<file path="config.mk">
export PLATFORM = sky130hd
export DESIGN_NAME = i2c_xfer_router
export DESIGN_NICKNAME = d
export VERILOG_FILES = /design/src/rtl/i2c_route_pkg.sv /design/src/rtl/mode_profile.sv /design/src/rtl/xfer_counter.sv /design/src/rtl/i2c_xfer_router.sv
export SDC_FILE = /design/constraint.sdc
export NUM_CORES = 1
export LEC_CHECK = 0
export ABC_AREA = 1
export BUFFER_PORTS_ARGS = -buffer_cell sky130_fd_sc_hd__buf_4
export CELL_PAD_IN_SITES_DETAIL_PLACEMENT = 1
export CELL_PAD_IN_SITES_GLOBAL_PLACEMENT = 1
export CORE_MARGIN = 2
export CORE_UTILIZATION = 41
export CTS_CLUSTER_SIZE = 24
export DETAILED_ROUTE_END_ITERATION = 16
export PLACE_DENSITY = 0.93
export SYNTH_ARGS = -nofsm -noshare
export SYNTH_HDL_FRONTEND = slang
export SYNTH_SLANG_ARGS = --single-unit
</file>
<file path="constraint.sdc">
create_clock -name clk -period 3.2 [get_ports clk]
set_input_delay 0.64 -clock clk [delete_from_list [all_inputs] [get_ports clk]]
set_output_delay 0.64 -clock clk [all_outputs]
set_load 0.005 [all_outputs]
</file>
<file path="src/rtl/i2c_route_pkg.sv">
package i2c_route_pkg;

    typedef enum logic [1:0] {
        MODE_MTX = 2'd0,
        MODE_MRX = 2'd1,
        MODE_STX = 2'd2,
        MODE_SRX = 2'd3
    } xfer_mode_e;

    typedef enum logic [3:0] {
        S_IDLE,
        S_HEAD,
        S_HEAD_IRQ,
        S_XFER,
        S_TAIL,
        S_TAIL_IRQ,
        S_FINAL,
        S_FINAL_IRQ,
        S_DRAIN,
        S_DONE
    } rt_state_e;

    typedef struct packed {
        logic       cpu_head;    // address frame handled by CPU
        logic [1:0] tail_frames; // CPU frames after the DMA phase
        logic       stop_ends;   // message closes on stop detection
    } mode_prof_t;

endpackage

</file>
<file path="src/rtl/mode_profile.sv">
module mode_profile
    import i2c_route_pkg::*;
(
    input  logic [1:0] mode,
    output mode_prof_t prof
);
    always_comb begin
        prof = '0;
        unique case (xfer_mode_e'(mode))
            MODE_MTX: begin prof.cpu_head = 1'b0; prof.tail_frames = 2'd2; prof.stop_ends = 1'b0; end
            MODE_MRX: begin prof.cpu_head = 1'b1; prof.tail_frames = 2'd1; prof.stop_ends = 1'b0; end
            MODE_STX: begin prof.cpu_head = 1'b1; prof.tail_frames = 2'd0; prof.stop_ends = 1'b1; end
            MODE_SRX: begin prof.cpu_head = 1'b1; prof.tail_frames = 2'd1; prof.stop_ends = 1'b0; end
        endcase
    end
endmodule

</file>
<file path="src/rtl/xfer_counter.sv">
module xfer_counter #(
    parameter int CNT_W = 8
) (
    input  logic             clk,
    input  logic             rst,
    input  logic             load,
    input  logic [CNT_W-1:0] load_val,
    input  logic             dec,
    output logic             zero,
    output logic             last
);
    localparam logic [CNT_W-1:0] ONE = CNT_W'(1);

    logic [CNT_W-1:0] cnt_q;

    always_ff @(posedge clk) begin
        if (rst)       cnt_q <= '0;
        else if (load) cnt_q <= load_val;
        else if (dec)  cnt_q <= cnt_q - ONE;
    end

    assign zero = (cnt_q == '0);
    assign last = (cnt_q == ONE);

    // a DMA frame is only counted while frames remain
    p_no_underflow_r7: assert property (@(posedge clk) disable iff (rst)
        dec |-> !zero);
endmodule

</file>
<file path="src/rtl/i2c_xfer_router.sv">
module i2c_xfer_router
    import i2c_route_pkg::*;
#(
    parameter int CNT_W = 8
) (
    input  logic             clk,
    input  logic             rst,
    input  logic             start,
    input  logic [1:0]       mode,
    input  logic [CNT_W-1:0] count,
    input  logic             frame_done,
    input  logic             stop_seen,
    input  logic             cpu_ack,
    output logic             dma_req,
    output logic             cpu_irq,
    output logic             done
);
    rt_state_e  state, nxt;
    logic [1:0] mode_q;
    logic [1:0] mode_sel;
    mode_prof_t prof;
    logic       at_rest, start_acc, dma_hit;
    logic       cnt_zero, cnt_last;
    rt_state_e  after_xfer;

    assign at_rest   = (state == S_IDLE) || (state == S_DONE);
    assign start_acc = start && at_rest;
    assign mode_sel  = at_rest ? mode : mode_q;
    assign dma_hit   = (state == S_XFER) && frame_done;

    mode_profile u_prof (
        .mode (mode_sel),
        .prof (prof)
    );

    xfer_counter #(.CNT_W(CNT_W)) u_cnt (
        .clk      (clk),
        .rst      (rst),
        .load     (start_acc),
        .load_val (count),
        .dec      (dma_hit),
        .zero     (cnt_zero),
        .last     (cnt_last)
    );

    always_comb begin
        if (prof.stop_ends)             after_xfer = S_DRAIN;
        else if (prof.tail_frames != 0) after_xfer = S_TAIL;
        else                            after_xfer = S_DONE;
    end

    // next-state logic
    always_comb begin
        nxt = state;
        unique case (state)
            S_IDLE, S_DONE: if (start) begin
                if (prof.cpu_head)     nxt = S_HEAD;
                else if (count == '0)  nxt = after_xfer;
                else                   nxt = S_XFER;
            end
            S_HEAD:      if (frame_done) nxt = S_HEAD_IRQ;
            S_HEAD_IRQ:  if (cpu_ack)    nxt = cnt_zero ? after_xfer : S_XFER;
            S_XFER:      if (frame_done && cnt_last) nxt = after_xfer;
            S_TAIL:      if (frame_done) nxt = S_TAIL_IRQ;
            S_TAIL_IRQ:  if (cpu_ack)    nxt = (prof.tail_frames == 2'd2) ? S_FINAL : S_DONE;
            S_FINAL:     if (frame_done) nxt = S_FINAL_IRQ;
            S_FINAL_IRQ: if (cpu_ack)    nxt = S_DONE;
            S_DRAIN:     if (stop_seen)  nxt = S_DONE;
            default:                     nxt = S_IDLE;
        endcase
    end

    // state register
    always_ff @(posedge clk) begin
        if (rst) begin
            state  <= S_IDLE;
            mode_q <= '0;
        end else begin
            state <= nxt;
            if (start_acc) mode_q <= mode;
        end
    end

    // output register
    always_ff @(posedge clk) begin
        if (rst) begin
            dma_req <= 1'b0;
            cpu_irq <= 1'b0;
            done    <= 1'b0;
        end else begin
            dma_req <= dma_hit;
            cpu_irq <= (nxt == S_HEAD_IRQ) || (nxt == S_TAIL_IRQ) || (nxt == S_FINAL_IRQ);
            done    <= (nxt == S_DONE);
        end
    end

    // a request only follows a frame strobe
    p_req_after_frame_r7: assert property (@(posedge clk) disable iff (rst)
        dma_req |-> $past(frame_done));
    // interrupt holds until acknowledged
    p_irq_hold_r8: assert property (@(posedge clk) disable iff (rst)
        (cpu_irq && !cpu_ack) |=> cpu_irq);
    // DMA and CPU never serve the same cycle
    p_req_irq_excl_r8: assert property (@(posedge clk) disable iff (rst)
        !(dma_req && cpu_irq));
    // done holds until a start
    p_done_hold_r11: assert property (@(posedge clk) disable iff (rst)
        (done && !start) |=> done);
    // idle is left only by a start
    p_idle_stay_r2: assert property (@(posedge clk) disable iff (rst)
        (state == S_IDLE && !start) |=> (state == S_IDLE && !dma_req && !cpu_irq));
endmodule

</file>
==> flow_summary.json, run 1 <==
{
  "grt_use_total_pct": 22.5,
  "yosys_warnings": 0,
  "antenna_found_initial": 0,
  "p_leak_nw": 0.754,
  "critical_path_class": "register to register",
  "yosysSeqAreaShare_pct": 26.5,
  "fp-row-count": 20,
  "synth_top_family_by_area": "simple AND/OR/NAND/NOR gates",
  "routedLengthMet1_mm": 1.57,
  "drtIter0Drc": 41,
  "drive_gt1_share_pct": 21.3,
  "dp.cells": 270,
  "fp.dieArea_mm2": 0.00360,
  "top_layer": "met4",
  "path_max_fanout": 12,
  "regArea_um2": 340,
  "cp.required_ns": 3.45,
  "insertion_delay_ns": 0.30,
  "start_util_pct": 42.4,
  "p_int_mw": 0.570,
  "end_kind": "register",
  "totalWireLength_mm": 3.46,
  "avgSynthCellArea_um2": 6.09,
  "final_common_cell": "nand2_1",
  "synthMuxAreaShare_pct": 0,
  "synth_fa_ha_area_share_pct": 2.92,
  "die_w_um": 60.0,
  "cp-start-kind": "register",
  "final_cells": 274,
  "worst-path-buf-inv": 3,
  "cp_slowest_cell": "dfxtp_1",
  "synth-simple-area-share_pct": 48.3,
  "routabilityCongestion": 0.922,
  "synth_area_leaders": "dfxtp_1 (26%), nand2_1 (18%), nor2_1 (8.8%), inv_1 (7.3%), nand3_1 (5.1%)",
  "cts_resized": 0,
  "synth_compound_area_share_pct": 11.2,
  "synth_ff_type": "dfxtp_1",
  "p_per_area_mw_per_mm2": 811,
  "reg2reg_depth": 14,
  "seqPwrFrac_pct": 28.1,
  "io_buffer_count": 18,
  "final_nets": 250,
  "crit_family": "simple AND/OR/NAND/NOR gates",
  "synth-xor-area-share_pct": 1.36,
  "p_comb_share_pct": 61.9,
  "setup_ws_ns": 1.31,
  "min_period_ns": 1.89,
  "ff2ff_setup_slack_ns": 1.31,
  "fillCellCount": 450,
  "cts.path.max_buffers": 2,
  "cts_tree": "yes",
  "ys_types": 28,
  "synth.top_cell.area_share_pct": 26.5,
  "synth_cells": 211,
  "async_flop_share_pct": 0,
  "grt_max_degree": 13,
  "post_cts_buffers": 0,
  "netSwitchingFraction_pct": 52.8,
  "clockRootBuffer": "clkbuf_4",
  "hold_viol": 0,
  "syn_to_final_growth_pct": 16.0,
  "place_ws_ns": 1.32,
  "grt_pass1_wl_mm": 6.04,
  "boundaryPins": 19,
  "diodes": 0,
  "maxSlewHeadroom_pct": 76.0,
  "fp.dieH_um": 60.0,
  "rsz0062_at_grt": "no",
  "dr_wl_met3_um": 77,
  "hold_class": "register to register",
  "crit_chain": "inv_1, nor2_2, nand2_2, nand2_4, nand2_2, inv_2, nand2_1, nor2_1, nor2_1, nand2_1, nand3_1, nand2_1, inv_1, nor2_2",
  "dr.pass1.iters": 4,
  "core-area_mm2": 0.00303,
  "hold_buffers": 0,
  "ant_nets": 0,
  "final_max_slew_viol_count": 0,
  "drt_drc_violations_left": 0,
  "numCtsBuffers": 3,
  "vdd_ir_drop_max_uv": 364,
  "min_from": "u_cnt.cnt_q[7]",
  "synth-seq-cells": 17,
  "cts.sinks": 17,
  "r2r_end": "cpu_irq",
  "dp_hpwl_mm": 2.89,
  "fin_setup_tns_ns": 0,
  "synth_top_area_cell": "dfxtp_1",
  "synth_edf_count": 0,
  "cts.clk_slew.worst_paths_ns": 0.11,
  "r2r-start": "state[3]",
  "maxCapViolations": 0,
  "utilization_pct": 49.2,
  "overflow": 0,
  "fin_crit_sh_pct": 59.2,
  "clkPwrFrac_pct": 10.0,
  "fmax_ghz": 0.528,
  "final_cell_mix": "nand2_1 (61), nor2_1 (30), inv_1 (25)",
  "skew_ns": 0.00508,
  "post_drt_wl_per_cell_um": 12.6,
  "h-tree-depth": 1,
  "critPathArrivalTime_ns": 2.14,
  "slowest_delay_ns": 0.43,
  "tightest_slew_ns": 0.359,
  "outcome": "complete, no violations",
  "setup_viol": 0,
  "holdPathEnd": "u_cnt.cnt_q[7]",
  "synth_area_mm2": 0.00128,
  "routed_via_density": 5.04,
  "p_switching_mw": 0.638,
  "syn_nets": 230,
  "grt_pass1_vias": 1420,
  "met2_length_mm": 1.73,
  "multi_input_area_um2": 820,
  "crit_path_frequent_cell": "nand2_1",
  "whs_path_depth": 2,
  "vias": 1382
}
## cell type report
class                      instances  area share, %
tap                               44           3.69
multi-input combinational        161           55.0
timing repair buffer              18           9.07
inverter                          30           7.56
sequential                        17           22.8
clock inverter                     1          0.336
clock buffer                       3           1.51
## power groups by stage
stage / clock [mW] / combinational (mW) / sequential (mW)
5_1_grt: 0.132 / 0.860 / 0.348
3_5_place_dp: 0 / 0.751 / 0.342
6_report: 0.121 / 0.748 / 0.339
4_1_cts: 0.124 / 0.755 / 0.338
2_1_floorplan: 0 / 0.593 / 0.326
3_3_place_gp: 0 / 0.722 / 0.341
## sequential cells by signal (all words and copies together) (netlist names)
signal	cells
u_cnt.cnt_q	8
state	4
mode_q	2
cpu_irq	1
dma_req	1
done	1
## routing by layer
metal,GRT usage (%),vias up
li1,-,703
met1,26.2,650
met2,40.2,22
met3,2.81,7
met4,10.5,0
met5,0,-
## worst max path at each step
stage	startpoint	to	slack [ns]	depth (start not counted)
2_1_floorplan	cpu_ack	cpu_irq	1.42	14
3_3_place_gp	state[0]	cpu_irq	1.34	14
3_5_place_dp	state[2]	cpu_irq	1.32	13
4_1_cts	state[0]	cpu_irq	1.29	14
5_1_grt	state[3]	cpu_irq	1.06	14
6_report	state[3]	cpu_irq	1.31	14
## synth_stat cells (3+ instances only)
cell	count
a21oi_1	9
a31oi_1	3
dfxtp_1	17
ha_1	3
inv_1	25
inv_2	5
nand2_1	61
nand2_2	8
nand2_4	3
nand3_1	13
nand3_2	3
nor2_1	30
nor2_2	4
o21ai_0	6
## per-stage QoR
step,cell area [µm²],total power [mW],hold WS [ns]
after floorplan,1280,0.919,0.452
after global placement,1460,1.06,0.478
after detailed placement,1460,1.09,0.479
after CTS,1490,1.22,0.496
after global routing,1490,1.34,0.529
final,1490,1.21,0.491
## tightest hold or removal path: stages (launching register included)
cell     delay, ns
dfxtp_1       0.34
nand2_1       0.06
a21oi_1       0.05
## kinds of logic (layout without fill, tap and decap cells)
kind of cell,Yosys count,count (layout)
flip-flops,17,17
adder cells (fa/ha/maj),3,3
XOR/XNOR,2,2
buffers and inverters,33,52
AND/OR/NAND/NOR,131,131
AO/OA/AOI/OAI,25,25
Note: power is estimated with default switching activity, not from simulation.
==> inputs of run 2 (changes only) <==
Settings changed: CORE_UTILIZATION 41 to 35, PLACE_DENSITY 0.93 to 0.85.
Clock period 3.2 ns to 1.6 ns, I/O delays scaled along.
==> flow_summary.json, run 2 (same netlist as run 1, synthesis figures left out) <==
{
  "diodes": 0,
  "p_int_mw": 1.60,
  "dp.cells": 292,
  "drt_drc_violations_left": 0,
  "post_drt_wl_per_cell_um": 14.7,
  "fin_crit_sh_pct": 101,
  "antenna_found_initial": 0,
  "drive_gt1_share_pct": 40.7,
  "min_from": "rst",
  "cts_tree": "yes",
  "critical_path_class": "register to register",
  "end_kind": "register",
  "final_max_slew_viol_count": 0,
  "stdcell_area_mm2": 0.00184,
  "fp.dieArea_mm2": 0.00417,
  "routedLengthMet1_mm": 1.76,
  "violations": "negative setup slack",
  "totalWireLength_mm": 4.43,
  "met2_length_mm": 2.52,
  "tightest_slew_ns": 0.281,
  "overflow": 0,
  "maxCapViolations": 0,
  "final_cell_mix": "nand2_1 (52), buf_4 (41), inv_1 (21)",
  "largest_register": "u_cnt.cnt_q",
  "hold_buffers": 0,
  "die_w_um": 64.6,
  "p_per_area_mw_per_mm2": 1750,
  "skew_ns": 0.00354,
  "cp-start-kind": "register",
  "clockRootBuffer": "clkbuf_8",
  "final_cells": 301,
  "ant_nets": 0,
  "placed_area_mm2": 0.00160,
  "dr.pass1.iters": 4,
  "min_period_ns": 1.62,
  "grt_pass1_vias": 1528,
  "core-area_mm2": 0.00361,
  "routabilityCongestion": 0.843,
  "vdd_ir_drop_max_uv": 632,
  "p_comb_share_pct": 68.1,
  "power_mw": 3.22,
  "drtIter0Drc": 38,
  "top_layer": "met4",
  "crit_chain": "inv_2, nor2_4, nand2_4, nand2_4, nand2_2, nand2_4, nand2_8, nor2_2, nand2_1, nand2_2, nand2_2, inv_2, nand2_1, inv_1, nor2_2",
  "slowest_delay_ns": 0.37,
  "fp.dieH_um": 64.6,
  "path_max_fanout": 5,
  "p_leak_nw": 0.900,
  "fin_setup_tns_ns": -0.0212,
  "numCtsBuffers": 3,
  "final_common_cell": "nand2_1",
  "outcome": "finished, violations left",
  "setup_viol": 1,
  "cts.clk_slew.worst_paths_ns": 0.07,
  "cts.sinks": 17,
  "setup_ws_ns": -0.0212,
  "critPathArrivalTime_ns": 1.78,
  "grt_use_total_pct": 20.9,
  "routed_via_density": 4.85,
  "grt_max_degree": 10,
  "vias": 1461,
  "hold_class": "primary input to register",
  "insertion_delay_ns": 0.25,
  "cp.required_ns": 1.76,
  "seqPwrFrac_pct": 21.6,
  "cp_slowest_cell": "dfxtp_4",
  "reg_top3": "u_cnt.cnt_q: 8 flops, state: 4 flops, mode_q: 2 flops",
  "fmax_ghz": 0.617,
  "fp-row-count": 22,
  "whs_ns": 0.287,
  "p_switching_mw": 1.62,
  "syn_to_final_growth_pct": 43.1,
  "critical_path.startpoint": "state[0]",
  "final_nets": 273,
  "start_util_pct": 35.6,
  "cts.path.max_buffers": 2,
  "dr_wl_met3_um": 93,
  "netSwitchingFraction_pct": 50.3,
  "largest_reg_flops": 8,
  "hold_viol": 0,
  "boundaryPins": 19,
  "io_buffer_count": 18,
  "maxSlewHeadroom_pct": 81.1,
  "h-tree-depth": 1,
  "dp_hpwl_mm": 3.09,
  "clkPwrFrac_pct": 10.3,
  "r2r-start": "state[0]",
  "grt_pass1_wl_mm": 6.83,
  "rsz0062_at_grt": "yes"
}
## run 2: repair_timing
item,4_1_cts,5_1_grt
pin swaps,5,15
gates resized for setup,15,32
setup buffers,2,3
setup endpoints to repair,4,11
## run 2: worst paths after layout
| path | to | slack, ns | cells past startpoint |
|---|---|---|---|
| min reg2reg | u_cnt.cnt_q[7] | 0.50 | 2 |
| min | u_cnt.cnt_q[3] | 0.29 | 2 |
| max | cpu_irq | -0.02 | 15 |
| max reg2reg | cpu_irq | -0.02 | 15 |
## run 2: final cells by class
class | instances | area, µm²
Sequential cell | 17 | 352
Clock buffer | 4 | 45.0
Tap cell | 48 | 60.1
Inverter | 30 | 113
Fill cell | 489 | 1770
Timing Repair Buffer | 41 | 308
Multi-Input combinational cell | 161 | 962
## run 2: routing by layer
| layer | global-route usage, % | up-vias |
|---|---|---|
| li1 | - | 748 |
| met1 | 23.8 | 685 |
| met2 | 40.9 | 22 |
| met3 | 2.26 | 6 |
| met4 | 5.59 | 0 |
| met5 | 0 | - |
## run 2: power by group through the flow
stage	Clock [mW]	Combinational, mW	Sequential, mW
2_1_floorplan	0	1.19	0.651
3_3_place_gp	0	1.71	0.656
3_5_place_dp	0	1.77	0.659
4_1_cts	0.337	1.83	0.669
5_1_grt	0.364	2.42	0.714
6_report	0.331	2.19	0.696
## run 2: metrics by stage
stage               utilization [%]  worst slack [ns]
floorplan                         -            0.0974
global placement               44.4           -0.0152
detailed placement             44.4           -0.0732
CTS                            47.2          0.000364
global route                   51.0            -0.147
finish                         51.0           -0.0212
## run 2: worst max-delay path, delay by kind of cell, from the launching register on
family / cells / cell delay [ns]
DFF: 1 / 0.37
buffers and inverters: 3 / 0.18
and+or+nand+nor: 12 / 0.97
